==> config.mk <==
export PLATFORM = sky130hd
export DESIGN_NAME = dma_ring_regs
export DESIGN_NICKNAME = d
export VERILOG_FILES = /design/src/rtl/dma_ring_regs_pkg.sv /design/src/rtl/dma_ring_decode.sv /design/src/rtl/dma_ring_events.sv /design/src/rtl/dma_ring_halt.sv /design/src/rtl/dma_ring_bases.sv /design/src/rtl/dma_ring_regs.sv
export SDC_FILE = /design/constraint.sdc
export NUM_CORES = 1
export LEC_CHECK = 0
export BUFFER_PORTS_ARGS = -buffer_cell sky130_fd_sc_hd__buf_4
export CORE_UTILIZATION = 55
export CTS_BUF_LIST = sky130_fd_sc_hd__clkbuf_2
export DETAILED_ROUTE_END_ITERATION = 12
export PLACE_DENSITY = 0.82
export SLEW_MARGIN = 20
export SYNTH_ARGS = -nofsm -noshare
export SYNTH_HDL_FRONTEND = slang
export SYNTH_SLANG_ARGS = --single-unit
==> constraint.sdc <==
create_clock -name clk -period 24.8 [get_ports clk]
set_input_delay 2.48 -clock clk [delete_from_list [all_inputs] [get_ports clk]]
set_output_delay 2.48 -clock clk [all_outputs]
set_load 0.005 [all_outputs]
==> src/rtl/dma_ring_regs_pkg.sv <==
package dma_ring_regs_pkg;

  localparam int DATA_W   = 32;
  localparam int ADDR_W   = 12;
  localparam int WIDX_W   = ADDR_W - 2;
  localparam int BLK_W    = ADDR_W - 5;
  localparam int RING_IW  = 3;
  localparam int ALIGN_LO = 3;

  // bit of ring 0 in each halt register; ring i sits at MSB - i
  localparam int TX_HALT_MSB = 31;
  localparam int RX_HALT_MSB = 23;

  // single-word locations, as word indices
  localparam logic [WIDX_W-1:0] W_EVT  = 10'h000;
  localparam logic [WIDX_W-1:0] W_ENA  = 10'h001;
  localparam logic [WIDX_W-1:0] W_ID   = 10'h002;
  localparam logic [WIDX_W-1:0] W_CMD  = 10'h003;
  localparam logic [WIDX_W-1:0] W_TXH  = 10'h004;
  localparam logic [WIDX_W-1:0] W_RXH  = 10'h005;

  // eight-word ring blocks, indexed by address bits [11:5]
  localparam logic [BLK_W-1:0] B_TXBASE = 7'h08;
  localparam logic [BLK_W-1:0] B_TXPTR  = 7'h0A;
  localparam logic [BLK_W-1:0] B_RXBASE = 7'h0C;
  localparam logic [BLK_W-1:0] B_RXPTR  = 7'h0E;

  typedef enum logic [3:0] {
    SEL_NONE,
    SEL_EVT,
    SEL_ENA,
    SEL_ID,
    SEL_CMD,
    SEL_TXH,
    SEL_RXH,
    SEL_TXBASE,
    SEL_TXPTR,
    SEL_RXBASE,
    SEL_RXPTR
  } sel_e;

endpackage

==> src/rtl/dma_ring_decode.sv <==
module dma_ring_decode
  import dma_ring_regs_pkg::*;
#(
  parameter int NRING = 8
) (
  input  logic [ADDR_W-1:0]  addr,
  output sel_e               sel,
  output logic [RING_IW-1:0] ring
);

  logic [WIDX_W-1:0] widx;
  logic [BLK_W-1:0]  blk;
  logic              ring_ok;
  logic              unused_lsb;

  assign widx       = addr[ADDR_W-1:2];
  assign blk        = addr[ADDR_W-1:5];
  assign ring       = addr[4:2];
  assign ring_ok    = (int'(ring) < NRING);
  assign unused_lsb = ^addr[1:0];

  always_comb begin
    sel = SEL_NONE;
    unique case (widx)
      W_EVT:   sel = SEL_EVT;
      W_ENA:   sel = SEL_ENA;
      W_ID:    sel = SEL_ID;
      W_CMD:   sel = SEL_CMD;
      W_TXH:   sel = SEL_TXH;
      W_RXH:   sel = SEL_RXH;
      default: sel = SEL_NONE;
    endcase
    if (ring_ok) begin
      if      (blk == B_TXBASE) sel = SEL_TXBASE;
      else if (blk == B_TXPTR)  sel = SEL_TXPTR;
      else if (blk == B_RXBASE) sel = SEL_RXBASE;
      else if (blk == B_RXPTR)  sel = SEL_RXPTR;
    end
  end

endmodule

==> src/rtl/dma_ring_events.sv <==
module dma_ring_events
  import dma_ring_regs_pkg::*;
#(
  parameter logic [DATA_W-1:0] TX_GROUP  = 32'h0000_00FF,
  parameter logic [DATA_W-1:0] RX_GROUP  = 32'h0000_FF00,
  parameter logic [DATA_W-1:0] ERR_GROUP = 32'hFFFF_0000
) (
  input  logic              clk,
  input  logic              rst_n,
  input  logic              wr_evt,
  input  logic              wr_ena,
  input  logic [DATA_W-1:0] wdata,
  input  logic [DATA_W-1:0] set_vec,
  output logic [DATA_W-1:0] evt_q,
  output logic [DATA_W-1:0] ena_q,
  output logic              irq_tx,
  output logic              irq_rx,
  output logic              irq_err
);

  logic [DATA_W-1:0] clr_vec;
  logic [DATA_W-1:0] evt_nxt;
  logic [DATA_W-1:0] live;

  // hardware set is applied after the software clear, so it wins
  always_comb begin
    clr_vec = wr_evt ? wdata : '0;
    evt_nxt = (evt_q & ~clr_vec) | set_vec;
  end

  always_ff @(posedge clk or negedge rst_n) begin
    if (!rst_n) begin
      evt_q <= '0;
    end else begin
      evt_q <= evt_nxt;
    end
  end

  always_ff @(posedge clk or negedge rst_n) begin
    if (!rst_n) begin
      ena_q <= '0;
    end else if (wr_ena) begin
      ena_q <= wdata;
    end
  end

  assign live    = evt_q & ena_q;
  assign irq_tx  = |(live & TX_GROUP);
  assign irq_rx  = |(live & RX_GROUP);
  assign irq_err = |(live & ERR_GROUP);

endmodule

==> src/rtl/dma_ring_halt.sv <==
module dma_ring_halt #(
  parameter int NRING         = 8,
  parameter bit KICK_IF_CLEAR = 1'b0
) (
  input  logic             clk,
  input  logic             rst_n,
  input  logic             wr,
  input  logic [NRING-1:0] wbits,
  input  logic [NRING-1:0] hw_set,
  output logic [NRING-1:0] halt_q,
  output logic [NRING-1:0] kick
);

  logic [NRING-1:0] clr;
  logic [NRING-1:0] gate;
  logic [NRING-1:0] halt_nxt;
  logic [NRING-1:0] kick_nxt;

  generate
    if (KICK_IF_CLEAR) begin : g_gated
      assign gate = ~halt_q;
    end else begin : g_always
      assign gate = '1;
    end
  endgenerate

  always_comb begin
    clr      = wr ? wbits : '0;
    halt_nxt = hw_set | (halt_q & ~clr);
    kick_nxt = clr & gate;
  end

  always_ff @(posedge clk or negedge rst_n) begin
    if (!rst_n) begin
      halt_q <= '0;
      kick   <= '0;
    end else begin
      halt_q <= halt_nxt;
      kick   <= kick_nxt;
    end
  end

endmodule

==> src/rtl/dma_ring_bases.sv <==
module dma_ring_bases
  import dma_ring_regs_pkg::*;
#(
  parameter int NRING = 8
) (
  input  logic                          clk,
  input  logic                          rst_n,
  input  logic                          wr_base,
  input  logic [RING_IW-1:0]            ring,
  input  logic [DATA_W-1:0]             wdata,
  output logic [NRING-1:0][DATA_W-1:0]  base_q,
  output logic [NRING-1:0][DATA_W-1:0]  ptr_q
);

  logic [DATA_W-1:0] aligned;
  logic [NRING-1:0]  ring_en;
  logic              unused_low;

  assign aligned    = {wdata[DATA_W-1:ALIGN_LO], {ALIGN_LO{1'b0}}};
  assign unused_low = ^wdata[ALIGN_LO-1:0];

  generate
    for (genvar g = 0; g < NRING; g++) begin : g_en
      assign ring_en[g] = wr_base && (ring == RING_IW'(g));
    end
  endgenerate

  always_ff @(posedge clk or negedge rst_n) begin
    if (!rst_n) begin
      base_q <= '0;
      ptr_q  <= '0;
    end else begin
      for (int i = 0; i < NRING; i++) begin
        if (ring_en[i]) begin
          base_q[i] <= aligned;
          ptr_q[i]  <= aligned;
        end
      end
    end
  end

endmodule

==> src/rtl/dma_ring_regs.sv <==
module dma_ring_regs
  import dma_ring_regs_pkg::*;
#(
  parameter int                NRING     = 8,
  parameter logic [DATA_W-1:0] ID_VALUE  = 32'h5A10_0008,
  parameter logic [DATA_W-1:0] TX_GROUP  = 32'h0000_00FF,
  parameter logic [DATA_W-1:0] RX_GROUP  = 32'h0000_FF00,
  parameter logic [DATA_W-1:0] ERR_GROUP = 32'hFFFF_0000
) (
  input  logic              clk,
  input  logic              rst_n,
  input  logic              bus_wr,
  input  logic [11:0]       bus_addr,
  input  logic [31:0]       bus_wdata,
  output logic [31:0]       bus_rdata,
  input  logic [31:0]       evt_set,
  input  logic [NRING-1:0]  tx_halt_set,
  input  logic [NRING-1:0]  rx_halt_set,
  output logic [31:0]       cmd_word,
  output logic [NRING-1:0]  tx_kick,
  output logic [NRING-1:0]  rx_kick,
  output logic              irq_tx,
  output logic              irq_rx,
  output logic              irq_err
);

  // reset: asserted asynchronously, released on a clock edge
  logic [1:0] rst_sync;
  logic       rst_int_n;

  always_ff @(posedge clk or negedge rst_n) begin
    if (!rst_n) begin
      rst_sync <= '0;
    end else begin
      rst_sync <= {rst_sync[0], 1'b1};
    end
  end
  assign rst_int_n = rst_sync[1];

  sel_e               sel;
  logic [RING_IW-1:0] ring;

  dma_ring_decode #(.NRING(NRING)) u_dec (
    .addr (bus_addr),
    .sel  (sel),
    .ring (ring)
  );

  logic wr_evt, wr_ena, wr_cmd, wr_txh, wr_rxh, wr_txb, wr_rxb;
  assign wr_evt = bus_wr && (sel == SEL_EVT);
  assign wr_ena = bus_wr && (sel == SEL_ENA);
  assign wr_cmd = bus_wr && (sel == SEL_CMD);
  assign wr_txh = bus_wr && (sel == SEL_TXH);
  assign wr_rxh = bus_wr && (sel == SEL_RXH);
  assign wr_txb = bus_wr && (sel == SEL_TXBASE);
  assign wr_rxb = bus_wr && (sel == SEL_RXBASE);

  logic [DATA_W-1:0] evt_q, ena_q;

  dma_ring_events #(
    .TX_GROUP  (TX_GROUP),
    .RX_GROUP  (RX_GROUP),
    .ERR_GROUP (ERR_GROUP)
  ) u_evt (
    .clk     (clk),
    .rst_n   (rst_int_n),
    .wr_evt  (wr_evt),
    .wr_ena  (wr_ena),
    .wdata   (bus_wdata),
    .set_vec (evt_set),
    .evt_q   (evt_q),
    .ena_q   (ena_q),
    .irq_tx  (irq_tx),
    .irq_rx  (irq_rx),
    .irq_err (irq_err)
  );

  // write-only command word
  logic [DATA_W-1:0] cmd_q;
  always_ff @(posedge clk or negedge rst_int_n) begin
    if (!rst_int_n) begin
      cmd_q <= '0;
    end else if (wr_cmd) begin
      cmd_q <= bus_wdata;
    end
  end
  assign cmd_word = cmd_q;

  // halt fields, reordered so that ring i is bit i
  logic [NRING-1:0] tx_bits, rx_bits, tx_halt, rx_halt;
  generate
    for (genvar g = 0; g < NRING; g++) begin : g_field
      assign tx_bits[g] = bus_wdata[TX_HALT_MSB-g];
      assign rx_bits[g] = bus_wdata[RX_HALT_MSB-g];
    end
  endgenerate

  dma_ring_halt #(.NRING(NRING), .KICK_IF_CLEAR(1'b0)) u_txh (
    .clk    (clk),
    .rst_n  (rst_int_n),
    .wr     (wr_txh),
    .wbits  (tx_bits),
    .hw_set (tx_halt_set),
    .halt_q (tx_halt),
    .kick   (tx_kick)
  );

  dma_ring_halt #(.NRING(NRING), .KICK_IF_CLEAR(1'b1)) u_rxh (
    .clk    (clk),
    .rst_n  (rst_int_n),
    .wr     (wr_rxh),
    .wbits  (rx_bits),
    .hw_set (rx_halt_set),
    .halt_q (rx_halt),
    .kick   (rx_kick)
  );

  logic [NRING-1:0][DATA_W-1:0] tx_base, tx_ptr, rx_base, rx_ptr;

  dma_ring_bases #(.NRING(NRING)) u_txr (
    .clk     (clk),
    .rst_n   (rst_int_n),
    .wr_base (wr_txb),
    .ring    (ring),
    .wdata   (bus_wdata),
    .base_q  (tx_base),
    .ptr_q   (tx_ptr)
  );

  dma_ring_bases #(.NRING(NRING)) u_rxr (
    .clk     (clk),
    .rst_n   (rst_int_n),
    .wr_base (wr_rxb),
    .ring    (ring),
    .wdata   (bus_wdata),
    .base_q  (rx_base),
    .ptr_q   (rx_ptr)
  );

  // read path; the command word is write-only and reads as zero
  always_comb begin
    bus_rdata = '0;
    unique case (sel)
      SEL_EVT:    bus_rdata = evt_q;
      SEL_ENA:    bus_rdata = ena_q;
      SEL_ID:     bus_rdata = ID_VALUE;
      SEL_TXH: begin
        for (int i = 0; i < NRING; i++) bus_rdata[TX_HALT_MSB-i] = tx_halt[i];
      end
      SEL_RXH: begin
        for (int i = 0; i < NRING; i++) bus_rdata[RX_HALT_MSB-i] = rx_halt[i];
      end
      SEL_TXBASE: bus_rdata = tx_base[ring];
      SEL_TXPTR:  bus_rdata = tx_ptr[ring];
      SEL_RXBASE: bus_rdata = rx_base[ring];
      SEL_RXPTR:  bus_rdata = rx_ptr[ring];
      default:    bus_rdata = '0;
    endcase
  end

endmodule

## Yosys cells after proc, flatten, opt, wreduce, memory -nomap -nowiden

Cells that the tools add are included.

- $lt $le $gt $ge: 1
- Equal/unequal tests: 26
- Muxes and demuxes: 15
- Bitwise gates (word level): 12
- Reduce and logical (&&, ||, !) cells: 30

Operator list:

| operator | number |
|---|---|
| binary-select mux 32 bit (select 3 bit) | 2 |
| 2-to-1 mux 32 bit | 3 |
| one-hot mux 8 bit (6 select lines) | 2 |
| one-hot mux 16 bit (5 select lines) | 1 |
| AND 32 bit | 2 |
| inverter 32 bit | 1 |
| OR 32 bit | 1 |
| equality test 7 x 4 -> 1 bit (second input constant) | 4 |
| AND 8 bit | 3 |
| inverter 8 bit | 3 |
| logical AND 1 bit | 23 |
| equality test 10 x 2 -> 1 bit (second input constant) | 2 |
| equality test 10 x 3 -> 1 bit (second input constant) | 2 |
| one-hot mux 3 bit (6 select lines) | 1 |
| equality test 4 x 3 -> 1 bit (second input constant) | 4 |
| 2-to-1 mux 4 bit | 4 |
| 2-to-1 mux 8 bit | 2 |
| OR 8 bit | 2 |
| OR reduction 16 bit | 1 |
| OR reduction 8 bit | 2 |
| equality test 3 bit (second input constant) | 4 |
| equality test 4 bit (second input constant) | 3 |
| equality test 10 x 1 -> 1 bit (second input constant) | 1 |
| logical NOT 10 bit | 1 |
| 7 further kinds | 10 |

- Flip-flop bits (word level): 594
- Output and inout bits: 83
- Word-level logic and storage cells: 108

## Logic depth before layout (Yosys ltp)

- Word-level depth: 12
- Depth in mapped cells: 9
- Depth with buffers taken out: 5

## Cells and area by module

Synthesis repeated with hierarchy kept, for this count alone.

- Cells, all modules: 2692
- Area, all modules: 35950.7 sq um

By module, submodules not included:

| module | times used | cells an instance | area an instance (sq um) |
|---|---|---|---|
| dma_ring_bases | 2 | 777 | 10913.0 |
| dma_ring_regs | 1 | 852 | 10262.3 |
| dma_ring_events | 1 | 186 | 2670.1 |
| dma_ring_halt | 2 | 41 | 528.0 |
| dma_ring_decode | 1 | 18 | 136.4 |

## Least setup slack after synthesis

No wires, ideal clock.

- Kind: in2out
- From: in bus_addr[2]
- To: out bus_rdata[16]
- Arrival time: 4200 ps
- Setup slack: 18120 ps
- Stages on the path: 8
- Cells stage by stage: buf_2 -> buf_4 -> buf_2 -> buf_2 -> buf_2 -> mux2i_1 -> a22oi_1 -> a311o_1

- Word-level cells in the longest chain between the ends: 9
- Elaborated cells on any way between the ends: 26

RTL lines:

| item | RTL line | RTL |
|---|---|---|
| start: declaration | dma_ring_regs.sv:13 | `input logic [11:0] bus_addr,` |
| equality test 10 x 3 -> 1 bit (tied with other cells) | dma_ring_decode.sv:24 | `unique case (widx)` |
| one-hot mux 3 bit (6 select lines) | dma_ring_decode.sv:24 |  |
| 2-to-1 mux 4 bit | dma_ring_decode.sv:37 | `else if (blk == B_RXPTR) sel = SEL_RXPTR;` |
| 2-to-1 mux 4 bit | dma_ring_decode.sv:36 | `else if (blk == B_RXBASE) sel = SEL_RXBASE;` |
| 2-to-1 mux 4 bit | dma_ring_decode.sv:35 | `else if (blk == B_TXPTR) sel = SEL_TXPTR;` |
| 2-to-1 mux 4 bit | dma_ring_decode.sv:34 | `if (blk == B_TXBASE) sel = SEL_TXBASE;` |
| equality test 4 bit or equality test 4 x 3 -> 1 bit (tied branches) | dma_ring_regs.sv:143 | `unique case (sel)` |
| OR reduction 2 bit (no line) | n/a |  |
| one-hot mux 8 bit (6 select lines) * | dma_ring_regs.sv:143 |  |
| end: declaration | dma_ring_regs.sv:15 | `output logic [31:0] bus_rdata,` |

Mark *: on every way between the ends. The rest lies on a longest branch, timed or not. The select of a mux whose other input is x is not followed.

## Worst setup path in the final report

- From: in bus_addr[3]
- To: out bus_rdata[19]

Same word-level chain as after synthesis.

==> results.sh <==
export IMPL_status="complete, no violations"
export IMPL_drt_iter0_markers=1613
export IMPL_cts_buffers=148
export IMPL_vdd_ir_drop_max_v=0.0000352
export IMPL_critPathLaunchType="input pin"
export IMPL_vias=17200
export IMPL_hold_violations=0
export IMPL_cp_cell_sequence="buf_4, buf_4, nor2b_4, a22oi_1, nand3_1, o21ai_0, a221o_1, buf_4"
export IMPL_yosysWarnings=0
export IMPL_clkPwrFrac_pct=36.2
export IMPL_die_h_um=223
export IMPL_relSlewSlack_pct=21.6
export IMPL_cts_resized=0
export IMPL_power_frac_comb_pct=6.8
export IMPL_synthFlopType="dfrtp_1"
export IMPL_overflow=0
export IMPL_synth_edf_count=0
export IMPL_area_growth_pct=11.1
export IMPL_die_x_um=223
export IMPL_p_sw_share_pct=26.7
export IMPL_critPathSlowestCell="nor2b_4"
export IMPL_slew_viol_final=0
export IMPL_pwr_share_seq_pct=57.0
export IMPL_cts_path_max_buffers=3
export IMPL_maxCapViolations=0
export IMPL_std_cell_rows=80
export IMPL_cp_top_family="buffers and inverters"
export IMPL_drt_vias_per_instance=6.24
export IMPL_synthCells=1863
export IMPL_post_cts_setup_buffers=0
export IMPL_drc=0
export IMPL_utilization_pct=62.2
export IMPL_synthArstFlopShare_pct=100
export IMPL_power_density_nw_per_um2=58.4
export IMPL_pin_count=178
export IMPL_critPathKind="input pin to output pin"
export IMPL_cts_root_buf="clkbuf_2"
export IMPL_syn_nets=1958
export IMPL_min_path_type="register to asynchronous set/reset pin"
export IMPL_yosysSeqAreaShare_pct=55.4
export IMPL_die_area_um2=49700
export IMPL_wl_um=68200
export IMPL_post_route_period_util_pct=33.8
export IMPL_cts_hold_fix_buffers=0
export IMPL_cts_max_level=4
export IMPL_rsz0062_at_grt="false"
export IMPL_power_leakage_nw=14.7
export IMPL_internal_power_mw=1.28
export IMPL_tritoncts="done"
export IMPL_ys_ff_latch=594
export IMPL_drt_pass1_iter_count=7
export IMPL_cts_sinks=594
export IMPL_drtAntennaViolNets=0
export IMPL_avgSynthCellArea_um2=14.4
export IMPL_antenna_found_initial=2
export IMPL_drt_wirelength_per_cell_um=24.8
export IMPL_grt_max_degree=199
export IMPL_cp_arrival_ps=5900
export IMPL_gp_congestion=0.827
export IMPL_start_util_pct=56.0
export IMPL_worstPathRequired_ps=22320
export IMPL_num_nets_final=2143
export IMPL_clk_pin_slew_worst_paths_ps=90
export IMPL_crit_path_frequent_cell="buf_4"
export IMPL_syn_cell_area_um2=26800
export IMPL_setup_viol=0
export IMPL_clock_latency_ps=1380
export IMPL_dp_hpwl_um=41100
export IMPL_grt_pass1_vias=18300
export IMPL_post_route_min_period_ps=8380
export IMPL_path_max_fanout=74
export IMPL_clock_skew_ps=86.6
export IMPL_setup_worst_path_start="bus_addr[3]"
export IMPL_ys_types=52
export IMPL_coreArea_um2=47900
export IMPL_max_stage_delay_ps=950
export IMPL_numPortBuffers=175
export IMPL_critPathCaptureType="output pin"
export IMPL_grtUsageTotal_pct=28.4
export IMPL_tns_ps=0
export IMPL_r2r_start="rst_sync[1]"
export IMPL_fmax_mhz=119
export IMPL_final_layout_size_suffix_gt1_share_pct=51.0
export IMPL_grt_first_pass_wirelength_um=106000
export IMPL_power_switching_mw=0.465
export IMPL_crit_buf_inv=3
export IMPL_worst_pin_slew_ps=1170
-- power groups by stage --
stage               clock network (mW)  logic (mW)  registers [mW]
finish                           0.630       0.118           0.994
global route                     0.692       0.128           0.996
CTS                              0.645       0.118           0.994
detailed placement                   0       0.118            1.01
global placement                     0       0.114            1.01
floorplan                            0      0.0597            1.02
-- cell usage in the layout, fill, tap and decap left out, types with 13 or more instances in the layout --
cell | netlist | routed
dfrtp_1 | 594 | 593
mux2_2 | 537 | 537
clkbuf_2 | 0 | 212
buf_4 | 9 | 207
mux2i_1 | 88 | 88
mux4_2 | 74 | 74
nand2_1 | 52 | 52
a22oi_1 | 51 | 51
a21o_1 | 42 | 42
o21ai_0 | 27 | 27
nor2_1 | 33 | 26
a221oi_1 | 25 | 25
a21oi_1 | 22 | 22
a22o_1 | 16 | 16
clkinv_1 | 1 | 14
nand3_1 | 17 | 13
o211ai_1 | 13 | 13
-- state kept, by name (all words and copies together) (netlist names), 32 cells and up --
| name | cells |
|---|---|
| cmd_word | 32 |
| u_evt.ena_q | 32 |
| u_evt.evt_q | 32 |
| u_rxr.base_q | 87 |
| u_rxr.ptr_q | 145 |
| u_txr.base_q | 116 |
| u_txr.ptr_q | 116 |
-- layout make-up --
type                            instances  area (um^2)
Antenna cell                            6         15.0
Tap cell                              615          769
Timing Repair Buffer                  211         1640
Sequential cell                       594        14900
Multi-Input combinational cell       1083        11300
Clock inverter                         23          143
Fill cell                            3572        18100
Clock buffer                          212         1060
Inverter                               10         37.5
-- logic make-up (layout without fill, tap and decap cells) --
logic type,after synthesis,count (layout),synth area share [%]
buffers and inverters,186,456,3.09
flip-flops,594,594,55.4
AND/OR/NAND/NOR,149,149,2.76
multiplexers,709,709,32.6
AO/OA/AOI/OAI,224,224,6.13
other,1,7,0.0140
-- worst paths after layout --
check                                        end  slack [ps]  depth (start not counted)
worst max-delay path               bus_rdata[19]       16420                          8
worst min-delay path                 cmd_word[8]         320                          0
min in group clk                     rst_sync[1]         370                          0
worst min register to register       cmd_word[8]         320                          0
max in group asynchronous       u_rxr.ptr_q[186]       22360                          3
worst max register to register  u_rxr.ptr_q[186]       22360                          3
-- cells in the mapped netlist, drive strengths merged, types with 7 or more instances --
cell | number | share of area (%)
a21o | 42 | 1.2
a21oi | 22 | 0.41
a221oi | 25 | 0.82
a22o | 16 | 0.52
a22oi | 51 | 1.4
a31oi | 8 | 0.19
and2 | 12 | 0.28
buf | 90 | 1.7
clkbuf | 86 | 1.2
dfrtp | 594 | 55
inv | 9 | 0.13
mux2 | 547 | 23
mux2i | 88 | 3.3
mux4 | 74 | 6.2
nand2 | 53 | 0.75
nand3 | 17 | 0.32
nor2 | 34 | 0.50
nor3 | 7 | 0.19
o211ai | 13 | 0.36
o21ai | 27 | 0.50
-- routing by layer --
metal,up-vias,part of all wire [%],wire length (um),global-route usage (%)
li1,7303,-,-,-
met2,739,48,32900,44.2
met1,8975,42,28400,37.9
met3,165,7.1,4820,7.35
met4,0,3.2,2180,12.4
met5,-,0,0,0
-- metrics by stage --
stage | cell area, um^2 | std cells | hold WS (ps) | setup slack [ps] | total power, mW
floorplan | 26800 | 1863 | 331 | 7020 | 1.08
global placement | 28600 | 2512 | 342 | 16520 | 1.13
detailed placement | 28600 | 2512 | 339 | 16530 | 1.13
CTS | 29800 | 2747 | 345 | 16530 | 1.76
global route | 29800 | 2751 | 380 | 16350 | 1.82
finish | 29800 | 2754 | 323 | 16420 | 1.74
Power figures use the tool's default switching activity.
